$ cat config.mk
export PLATFORM = sky130hd
export DESIGN_NAME = bicoef_gen
export DESIGN_NICKNAME = d
export VERILOG_FILES = /design/src/rtl/bicoef_pkg.sv /design/src/rtl/bicoef_rst_sync.sv /design/src/rtl/bicoef_kernel.sv /design/src/rtl/bicoef_pack.sv /design/src/rtl/bicoef_gen.sv
export SDC_FILE = /design/constraint.sdc
export NUM_CORES = 2
export LEC_CHECK = 0
export BUFFER_PORTS_ARGS = -buffer_cell sky130_fd_sc_hd__buf_2
export CAP_MARGIN = 20
export CORE_MARGIN = 4
export CORE_UTILIZATION = 30
export CTS_BUF_LIST = sky130_fd_sc_hd__clkbuf_8
export DETAILED_ROUTE_END_ITERATION = 7
export PLACE_DENSITY = 0.52
export RECOVER_POWER = 100
export REMOVE_ABC_BUFFERS = 1
export SLEW_MARGIN = 10
export SYNTH_ARGS = -nofsm -noshare
export SYNTH_HDL_FRONTEND = slang
export SYNTH_SLANG_ARGS = --single-unit
$ cat constraint.sdc
create_clock -name clk -period 2.34 [get_ports clk]
set_clock_uncertainty 0.05 [all_clocks]
set_input_delay 0.234 -clock clk [delete_from_list [all_inputs] [get_ports clk]]
set_output_delay 0.234 -clock clk [all_outputs]
set_load 0.02 [all_outputs]
$ cat src/rtl/bicoef_pkg.sv
package bicoef_pkg;

  localparam int FX_FRAC = 16;
  localparam int FX_ONE  = 1 << FX_FRAC;

  typedef logic signed [31:0] fx_t;

  // 15.16 product: full 64-bit product, divided by 2^16 toward zero
  function automatic fx_t fx_mul(fx_t a, fx_t b);
    logic signed [63:0] p;
    logic signed [63:0] q;
    p = $signed({{32{a[31]}}, a}) * $signed({{32{b[31]}}, b});
    if (p[63]) p = p + 64'sd65535;
    q = p >>> FX_FRAC;
    return q[31:0];
  endfunction

  // scale by 512, add one half, truncate toward zero (no saturation)
  function automatic fx_t fx_to_tap(fx_t k);
    fx_t v;
    v = (k <<< 9) + 32'sd32768;
    if (v[31]) v = v + 32'sd65535;
    return v >>> FX_FRAC;
  endfunction

endpackage

$ cat src/rtl/bicoef_rst_sync.sv
module bicoef_rst_sync (
  input  logic clk,
  input  logic rst_n,
  output logic rst_n_s
);
  logic meta_q;
  logic sync_q;

  always_ff @(posedge clk or negedge rst_n) begin
    if (!rst_n) begin
      meta_q <= 1'b0;
      sync_q <= 1'b0;
    end else begin
      meta_q <= 1'b1;
      sync_q <= meta_q;
    end
  end

  assign rst_n_s = sync_q;
endmodule

$ cat src/rtl/bicoef_kernel.sv
module bicoef_kernel
  import bicoef_pkg::*;
#(
  parameter int TAP_W = 11
) (
  input  logic             clk,
  input  logic             rst_n,
  input  logic             start,
  input  fx_t              a_fx,
  input  fx_t              x_fx,
  output logic             done,
  output logic [TAP_W-1:0] tap
);
  localparam int TMAX = (1 << (TAP_W - 1)) - 1;
  localparam int TMIN = -(1 << (TAP_W - 1));

  typedef enum logic [2:0] {K_IDLE, K_SQ, K_CU, K_TERM, K_TAIL} kst_t;

  kst_t st_q, st_d;
  fx_t  x_q, a_q, x2_q, x3_q, t1_q;
  logic done_q;
  logic [TAP_W-1:0] tap_q;

  fx_t  mul_a, mul_b, prod, kval, tap_full;
  logic near, ld_en, x2_en, x3_en, t1_en, fin_en;

  assign near = (x_q <= fx_t'(FX_ONE));

  // shared multiplier operand selection
  always_comb begin
    mul_a = x_q;
    mul_b = x_q;
    unique case (st_q)
      K_CU:   mul_b = x2_q;
      K_TERM: begin
        if (near) begin
          mul_a = a_q + fx_t'(2 * FX_ONE);
          mul_b = x3_q;
        end else begin
          mul_a = a_q;
          mul_b = x3_q - 5 * x2_q + 8 * x_q - fx_t'(4 * FX_ONE);
        end
      end
      K_TAIL: begin
        mul_a = a_q + fx_t'(3 * FX_ONE);
        mul_b = x2_q;
      end
      default: ;
    endcase
  end

  assign prod     = fx_mul(mul_a, mul_b);
  assign kval     = (st_q == K_TAIL) ? (t1_q - prod + fx_t'(FX_ONE)) : prod;
  assign tap_full = fx_to_tap(kval);

  always_comb begin
    st_d   = st_q;
    ld_en  = 1'b0;
    x2_en  = 1'b0;
    x3_en  = 1'b0;
    t1_en  = 1'b0;
    fin_en = 1'b0;
    unique case (st_q)
      K_IDLE: if (start) begin ld_en = 1'b1; st_d = K_SQ; end
      K_SQ:   begin x2_en = 1'b1; st_d = K_CU; end
      K_CU:   begin x3_en = 1'b1; st_d = K_TERM; end
      K_TERM: begin
        if (near) begin t1_en = 1'b1; st_d = K_TAIL; end
        else      begin fin_en = 1'b1; st_d = K_IDLE; end
      end
      K_TAIL: begin fin_en = 1'b1; st_d = K_IDLE; end
      default: st_d = K_IDLE;
    endcase
  end

  always_ff @(posedge clk or negedge rst_n) begin
    if (!rst_n) begin
      st_q   <= K_IDLE;
      done_q <= 1'b0;
    end else begin
      st_q   <= st_d;
      done_q <= fin_en;
    end
  end

  always_ff @(posedge clk) begin
    if (ld_en) begin
      x_q <= x_fx;
      a_q <= a_fx;
    end
    if (x2_en) x2_q <= prod;
    if (x3_en) x3_q <= prod;
    if (t1_en) t1_q <= prod;
    if (fin_en) begin
      if (tap_full > fx_t'(TMAX))      tap_q <= TAP_W'(TMAX);
      else if (tap_full < fx_t'(TMIN)) tap_q <= TAP_W'(TMIN);
      else                             tap_q <= tap_full[TAP_W-1:0];
    end
  end

  assign done = done_q;
  assign tap  = tap_q;

  // one result pulse per evaluation
  assert_done_pulse_R4: assert property (@(posedge clk) disable iff (!rst_n)
    done_q |=> !done_q);
  // a square is never negative
  assert_square_sign_R4: assert property (@(posedge clk) disable iff (!rst_n)
    (st_q == K_CU) |-> !x2_q[31]);
endmodule

$ cat src/rtl/bicoef_pack.sv
module bicoef_pack #(
  parameter int TAP_W = 11,
  parameter int OFF_W = 10
) (
  input  logic [4*TAP_W-1:0]       taps,
  input  logic [OFF_W-1:0]         offset,
  input  logic                     second,
  output logic [2*TAP_W+OFF_W-1:0] word
);
  logic [TAP_W-1:0] lo, hi;

  assign lo   = second ? taps[2*TAP_W +: TAP_W] : taps[0 +: TAP_W];
  assign hi   = second ? taps[3*TAP_W +: TAP_W] : taps[TAP_W +: TAP_W];
  assign word = {(second ? offset : {OFF_W{1'b0}}), hi, lo};
endmodule

$ cat src/rtl/bicoef_gen.sv
module bicoef_gen
  import bicoef_pkg::*;
#(
  parameter int UNITY     = 512,
  parameter int WEIGHT_W  = 11,
  parameter int SHARP_W   = 6,
  parameter int SHARP_MAX = 32,
  parameter int OFF_W     = 10,
  parameter int TAP_W     = 11
) (
  input  logic                     clk,
  input  logic                     rst_n,
  input  logic                     in_valid,
  output logic                     in_ready,
  input  logic [WEIGHT_W-1:0]      in_weight,
  input  logic [SHARP_W-1:0]       in_sharp,
  input  logic [OFF_W-1:0]         in_offset,
  output logic                     out_valid,
  output logic                     out_last,
  output logic [2*TAP_W+OFF_W-1:0] out_word
);
  localparam int WQ_W    = $clog2(UNITY) + 1;
  localparam int NX_W    = $clog2(UNITY) + 2;
  localparam int X_SH    = FX_FRAC - $clog2(UNITY);
  localparam int STEP_SH = FX_FRAC - 3;
  localparam int NTAP    = 4;

  typedef enum logic [2:0] {T_IDLE, T_START, T_WAIT, T_EMIT0, T_EMIT1} tst_t;

  logic rst_n_s;
  bicoef_rst_sync u_rst (.clk(clk), .rst_n(rst_n), .rst_n_s(rst_n_s));

  tst_t st_q, st_d;
  logic [WQ_W-1:0]    w_q, w_cl, w_eff;
  logic [SHARP_W-1:0] sh_q, sh_cl;
  logic [OFF_W-1:0]   off_q;
  logic [1:0]         idx_q, idx_d;
  logic [TAP_W-1:0]   taps_q [NTAP];
  logic [4*TAP_W-1:0] taps_flat;
  logic cap_en, idx_en, kstart, kdone, bilin_in;
  logic [TAP_W-1:0] ktap;
  logic [NX_W-1:0]  wv, n_sel;
  fx_t a_fx, x_fx;

  // request conditioning
  assign w_cl     = (in_weight > WEIGHT_W'(UNITY)) ? WQ_W'(UNITY) : in_weight[WQ_W-1:0];
  assign sh_cl    = (in_sharp > SHARP_W'(SHARP_MAX)) ? SHARP_W'(SHARP_MAX) : in_sharp;
  assign bilin_in = (sh_cl < SHARP_W'(2));
  assign w_eff    = (sh_cl == '0) ? ((w_cl >= WQ_W'(UNITY / 2)) ? WQ_W'(UNITY) : '0) : w_cl;

  // kernel operands for the tap being evaluated
  assign wv = NX_W'(UNITY) - NX_W'(w_q);
  always_comb begin
    unique case (idx_q)
      2'd0:    n_sel = NX_W'(UNITY) + wv;
      2'd1:    n_sel = wv;
      2'd2:    n_sel = NX_W'(UNITY) - wv;
      default: n_sel = NX_W'(2 * UNITY) - wv;
    endcase
  end
  assign x_fx = fx_t'({{(32 - NX_W){1'b0}}, n_sel}) <<< X_SH;
  assign a_fx = -(fx_t'({{(32 - SHARP_W){1'b0}}, sh_q}) <<< STEP_SH);

  bicoef_kernel #(.TAP_W(TAP_W)) u_kernel (
    .clk(clk), .rst_n(rst_n_s), .start(kstart),
    .a_fx(a_fx), .x_fx(x_fx), .done(kdone), .tap(ktap)
  );

  always_comb begin
    st_d   = st_q;
    idx_d  = idx_q;
    cap_en = 1'b0;
    idx_en = 1'b0;
    kstart = 1'b0;
    unique case (st_q)
      T_IDLE: if (in_valid) begin
        cap_en = 1'b1;
        idx_en = 1'b1;
        idx_d  = 2'd0;
        st_d   = bilin_in ? T_EMIT0 : T_START;
      end
      T_START: begin kstart = 1'b1; st_d = T_WAIT; end
      T_WAIT: if (kdone) begin
        if (idx_q == 2'd3) st_d = T_EMIT0;
        else begin
          idx_en = 1'b1;
          idx_d  = idx_q + 2'd1;
          st_d   = T_START;
        end
      end
      T_EMIT0: st_d = T_EMIT1;
      T_EMIT1: st_d = T_IDLE;
      default: st_d = T_IDLE;
    endcase
  end

  always_ff @(posedge clk or negedge rst_n_s) begin
    if (!rst_n_s) st_q <= T_IDLE;
    else          st_q <= st_d;
  end

  always_ff @(posedge clk) begin
    if (cap_en) begin
      w_q   <= w_eff;
      sh_q  <= sh_cl;
      off_q <= in_offset;
    end
    if (idx_en) idx_q <= idx_d;
  end

  generate
    for (genvar i = 0; i < NTAP; i++) begin : g_tap
      logic we_direct, we_kernel;
      logic [TAP_W-1:0] direct_val;
      assign we_direct = cap_en && bilin_in;
      assign we_kernel = (st_q == T_WAIT) && kdone && (idx_q == 2'(i));
      if (i == 1) begin : g_mid0
        assign direct_val = TAP_W'(w_eff);
      end else if (i == 2) begin : g_mid1
        assign direct_val = TAP_W'(UNITY) - TAP_W'(w_eff);
      end else begin : g_edge
        assign direct_val = '0;
      end
      always_ff @(posedge clk) begin
        if (we_direct)      taps_q[i] <= direct_val;
        else if (we_kernel) taps_q[i] <= ktap;
      end
      assign taps_flat[i*TAP_W +: TAP_W] = taps_q[i];
    end
  endgenerate

  bicoef_pack #(.TAP_W(TAP_W), .OFF_W(OFF_W)) u_pack (
    .taps(taps_flat), .offset(off_q), .second(st_q == T_EMIT1), .word(out_word)
  );

  assign in_ready  = (st_q == T_IDLE);
  assign out_valid = (st_q == T_EMIT0) || (st_q == T_EMIT1);
  assign out_last  = (st_q == T_EMIT1);

  // stored weight never exceeds unity
  assert_weight_clamp_R1: assert property (@(posedge clk) disable iff (!rst_n_s)
    (st_q != T_IDLE) |-> (w_q <= WQ_W'(UNITY)));
  // snapped weight is either end point
  assert_snap_ends_R2: assert property (@(posedge clk) disable iff (!rst_n_s)
    (out_valid && sh_q == '0) |-> (taps_q[1] == '0 || taps_q[1] == TAP_W'(UNITY)));
  // inner taps of the linear modes sum to unity, outer taps zero
  assert_linear_sum_R3: assert property (@(posedge clk) disable iff (!rst_n_s)
    (out_valid && sh_q < SHARP_W'(2)) |->
      (TAP_W'(taps_q[1] + taps_q[2]) == TAP_W'(UNITY) && taps_q[0] == '0 && taps_q[3] == '0));
  // stored sharpness is within range
  assert_sharp_clamp_R6: assert property (@(posedge clk) disable iff (!rst_n_s)
    (st_q != T_IDLE) |-> (sh_q <= SHARP_W'(SHARP_MAX)));
  // first word is followed by the second, then a gap
  assert_pair_R7: assert property (@(posedge clk) disable iff (!rst_n_s)
    (out_valid && !out_last) |=> (out_valid && out_last));
  assert_gap_R7: assert property (@(posedge clk) disable iff (!rst_n_s)
    out_last |=> !out_valid);
  // acceptance drops ready
  assert_busy_R8: assert property (@(posedge clk) disable iff (!rst_n_s)
    (in_valid && in_ready) |=> !in_ready);
endmodule

==> results.md <==
- Critical path's slowest cell: or4_4
- Part of the power in registers: 51.5%
- Final worst slack: -13.94 ns
- Vias post-DR: 36300
- Final setup fails: 158
- Syn Std Cell Area: 45000 µm²
- Placer Congestion: 0.961
- Worst skew pair latency: 0.60 ns
- First-pass GRT wire length: 229000 µm
- Initial antenna violation count: 1
- Pwr/cell area: 128 nW/µm²
- DPL Wire Length: 125000 µm
- Die height: 395 µm
- Drt first pass iters: 5
- Inserted Clock Buffers: 36
- Dominant cell type by area after synthesis: fa_1
- Post-layout util: 39.8%
- Max Freq: 0.0614 GHz
- CP Data Required Time: 2.64 ns
- Largest net degree at the start of global routing: 35
- Synth cell count leaders: inv_1, fa_1, nand2_1
- Ys async rst share: 4.48%
- CP max stage delay: 0.60 ns
- Share of cells above drive strength 1: 26.5%
- Total GRT Usage: 18.8%
- Setup crit end kind: flop
- Average cell area after synthesis: 9.29 µm²
- Top Metal Used: met4
- Register bit total from synthesis: 201
- VDD IR max: 476 µV
- Worst setup SP type: flop
- Post-synth EDFFs: 192
- Final min period: 16.28 ns
- Antenna cells: 0
- Starting Density: 30.3%
- Routed Antenna Nets: 0
- Slew headroom: 32.1%
- Worst-Margin Slew: 1.02 ns
- Clock sink count: 201
- P_int: 5860 µW
- Synthesis-to-finish area growth: 31.3%
- Synth cell types: 102
- Min-Delay Path Class: input pin to flop
- CTS tree: done
- Rows: 141
- IO Port Bufs: 64
- Comb power frac: 2.3%
- Post-synth top area share: 41.0%
- Reg2reg setup slack: -13.94 ns
- # IOs: 65
- Total power draw: 7580 µW
- Psw: 1720 µW
- Sw frac: 22.7%
- Vias per Instance: 4.60
- Pre-CTS setup slack: -15.30 ns
- Failing checks: negative setup slack
- Most frequent cell after synthesis: inv_1
- Vias in the first global route: 38700
- CP Class: flop to flop
- Clock group share of total power: 46.2%
- Iteration-0 DRC Markers: 2042
- Max-cap viol count: 0
- RSZ-0062 raised after global routing: yes
- Routed length per placed instance: 18.4 µm
- Residual DRC: 0
- Syn. warnings: 0
- Root cell of the clock tree: clkbuf_8
- Placed cell count: 7739
- DR WL met2: 67500 µm
- Seq/Total Area, Yosys: 13.3%
- Final wirelength: 145000 µm
- Core ar.: 148000 µm²
- Leak: 0.0290 µW
- NumNets Final: 7155
- Final worst-path cycle share: 696%
- Deepest clock path buffer count: 3
- Run status: complete, but fails checks
- Metal3 WL: 8430 µm
- WP data arrival: 16.58 ns
- Crit-path leading delay family: adder cells
- Worst-path clk slew: 0.06 ns
- Metal-1 WL: 64900 µm
- Post-Layout Cell Count: 7894
- # H-tree levels: 2
- Largest fanout on the critical path: 6
- Die area: 156000 µm²
- Syn Inst Count: 4846
- Main synth FF type: edfxtp_1
- Worst Path Buf+Inv: 15
- Grt ovf: 0
- Most common cell on crit path: inv_2
- Area contributors post-synth: fa_1, edfxtp_1, inv_1, ha_1, nand2_1
- Die span in x: 395 µm
- Final hold viol count: 0
- Max-slew violations: 0
## power groups by stage
stage                     clock network [µW]  registers (µW)  logic, µW
after floorplan                            0            3980       59.8
after global routing                    3810            3900        197
after CTS                               3650            3900        183
after detailed placement                   0            3980        153
after global placement                     0            3980        154
final                                   3500            3900        176
## final cells by class
type,instances,area (µm²)
Tap cell,2002,2500
Multi-Input combinational cell,3308,35800
Sequential cell,201,5990
Fill cell,14800,89300
Inverter,1158,4370
Clock inverter,28,245
Clock buffer,37,509
Timing Repair Buffer,1160,9640
## placed cells by master, fill, tap and decap left out, types with 25 or more instances in the layout
cell type | netlist | final
ha_1 | 339 | 307
buf_12 | 0 | 66
clkbuf_8 | 0 | 37
a21oi_1 | 117 | 89
buf_6 | 0 | 49
nand2_1 | 745 | 736
xor2_1 | 59 | 50
buf_4 | 2 | 935
inv_1 | 1156 | 1131
o21ai_0 | 91 | 64
o21ai_2 | 3 | 35
xnor2_1 | 114 | 91
buf_2 | 6 | 52
ha_4 | 0 | 25
nand3_1 | 39 | 31
and2_1 | 94 | 69
fa_1 | 921 | 889
nor2_1 | 243 | 229
nor3_1 | 41 | 33
edfxtp_1 | 192 | 192
fa_2 | 0 | 32
a21o_1 | 34 | 34
nand2b_1 | 38 | 31
and3_1 | 26 | 26
## tightest hold or removal path: cells and delay by family
kind / cells / cell delay (ns)
buffers and inverters: 4 / 0.35
AND/OR/NAND/NOR: 1 / 0.05
## metrics by stage
stage	hold slack (ns)	area (µm²)	TNS [ns]
finish	0.0813	59100	-1059.00
global route	0.0829	59100	-1122.82
floorplan	-0.112	44300	-1257.39
CTS	0.0289	57800	-1063.94
detailed placement	-0.0217	55700	-1160.36
global placement	-0.0228	55700	-1153.46
## routing by layer
layer	vias up	track usage [%]
li1	16800	-
met1	18400	26.2
met2	921	30.8
met3	174	2.71
met4	0	4.91
met5	-	0
## what timing repair did
action | 4_1_cts | 5_1_grt
buffers inserted | 27 | 52
endpoints found under the hold margin | 21 | 0
resized for setup | 199 | 254
pin swaps | 174 | 208
endpoints found under the setup margin | 159 | 144
gates cloned | 2 | 2
hold buffers | 22 | 0
## cells by family after synthesis
kind of cell,Yosys count,share of synthesized area (%)
flops,201,13.3
mux,41,0.990
fa+ha+maj,1260,50.4
other cells,1,0.00833
simple gates,1361,13.5
buf+inv,1339,11.2
compound gates,467,7.07
xor+xnor,176,3.48
## registers in the layout, indices dropped and copies added (netlist names)
signal	count
u_kernel.x2_q	32
u_rst.rst_n_s	1
idx_q	2
st_q	3
u_kernel.t1_q	23
u_rst.meta_q	1
u_kernel.done	1
u_kernel.st_q	3
u_kernel.x3_q	32
off_q	10
u_kernel.x_q	11
w_q	10
u_kernel.tap	11
sh_q	6
u_kernel.a_q	11
taps_q	44
## worst paths after layout
| check | startpoint | to | cells after the start |
|---|---|---|---|
| setup / recovery | u_kernel.x3_q[3] | u_kernel.tap[1] | 77 |
| min in group asynchronous | u_rst.rst_n_s | st_q[2] | 0 |
| max in group asynchronous | rst_n | u_rst.meta_q | 3 |
| hold / removal | in_weight[1] | w_q[1] | 5 |
| hold reg to reg | u_rst.rst_n_s | st_q[2] | 0 |
| setup reg to reg | u_kernel.x3_q[3] | u_kernel.tap[1] | 77 |
(Power assumes the default switching activity.)
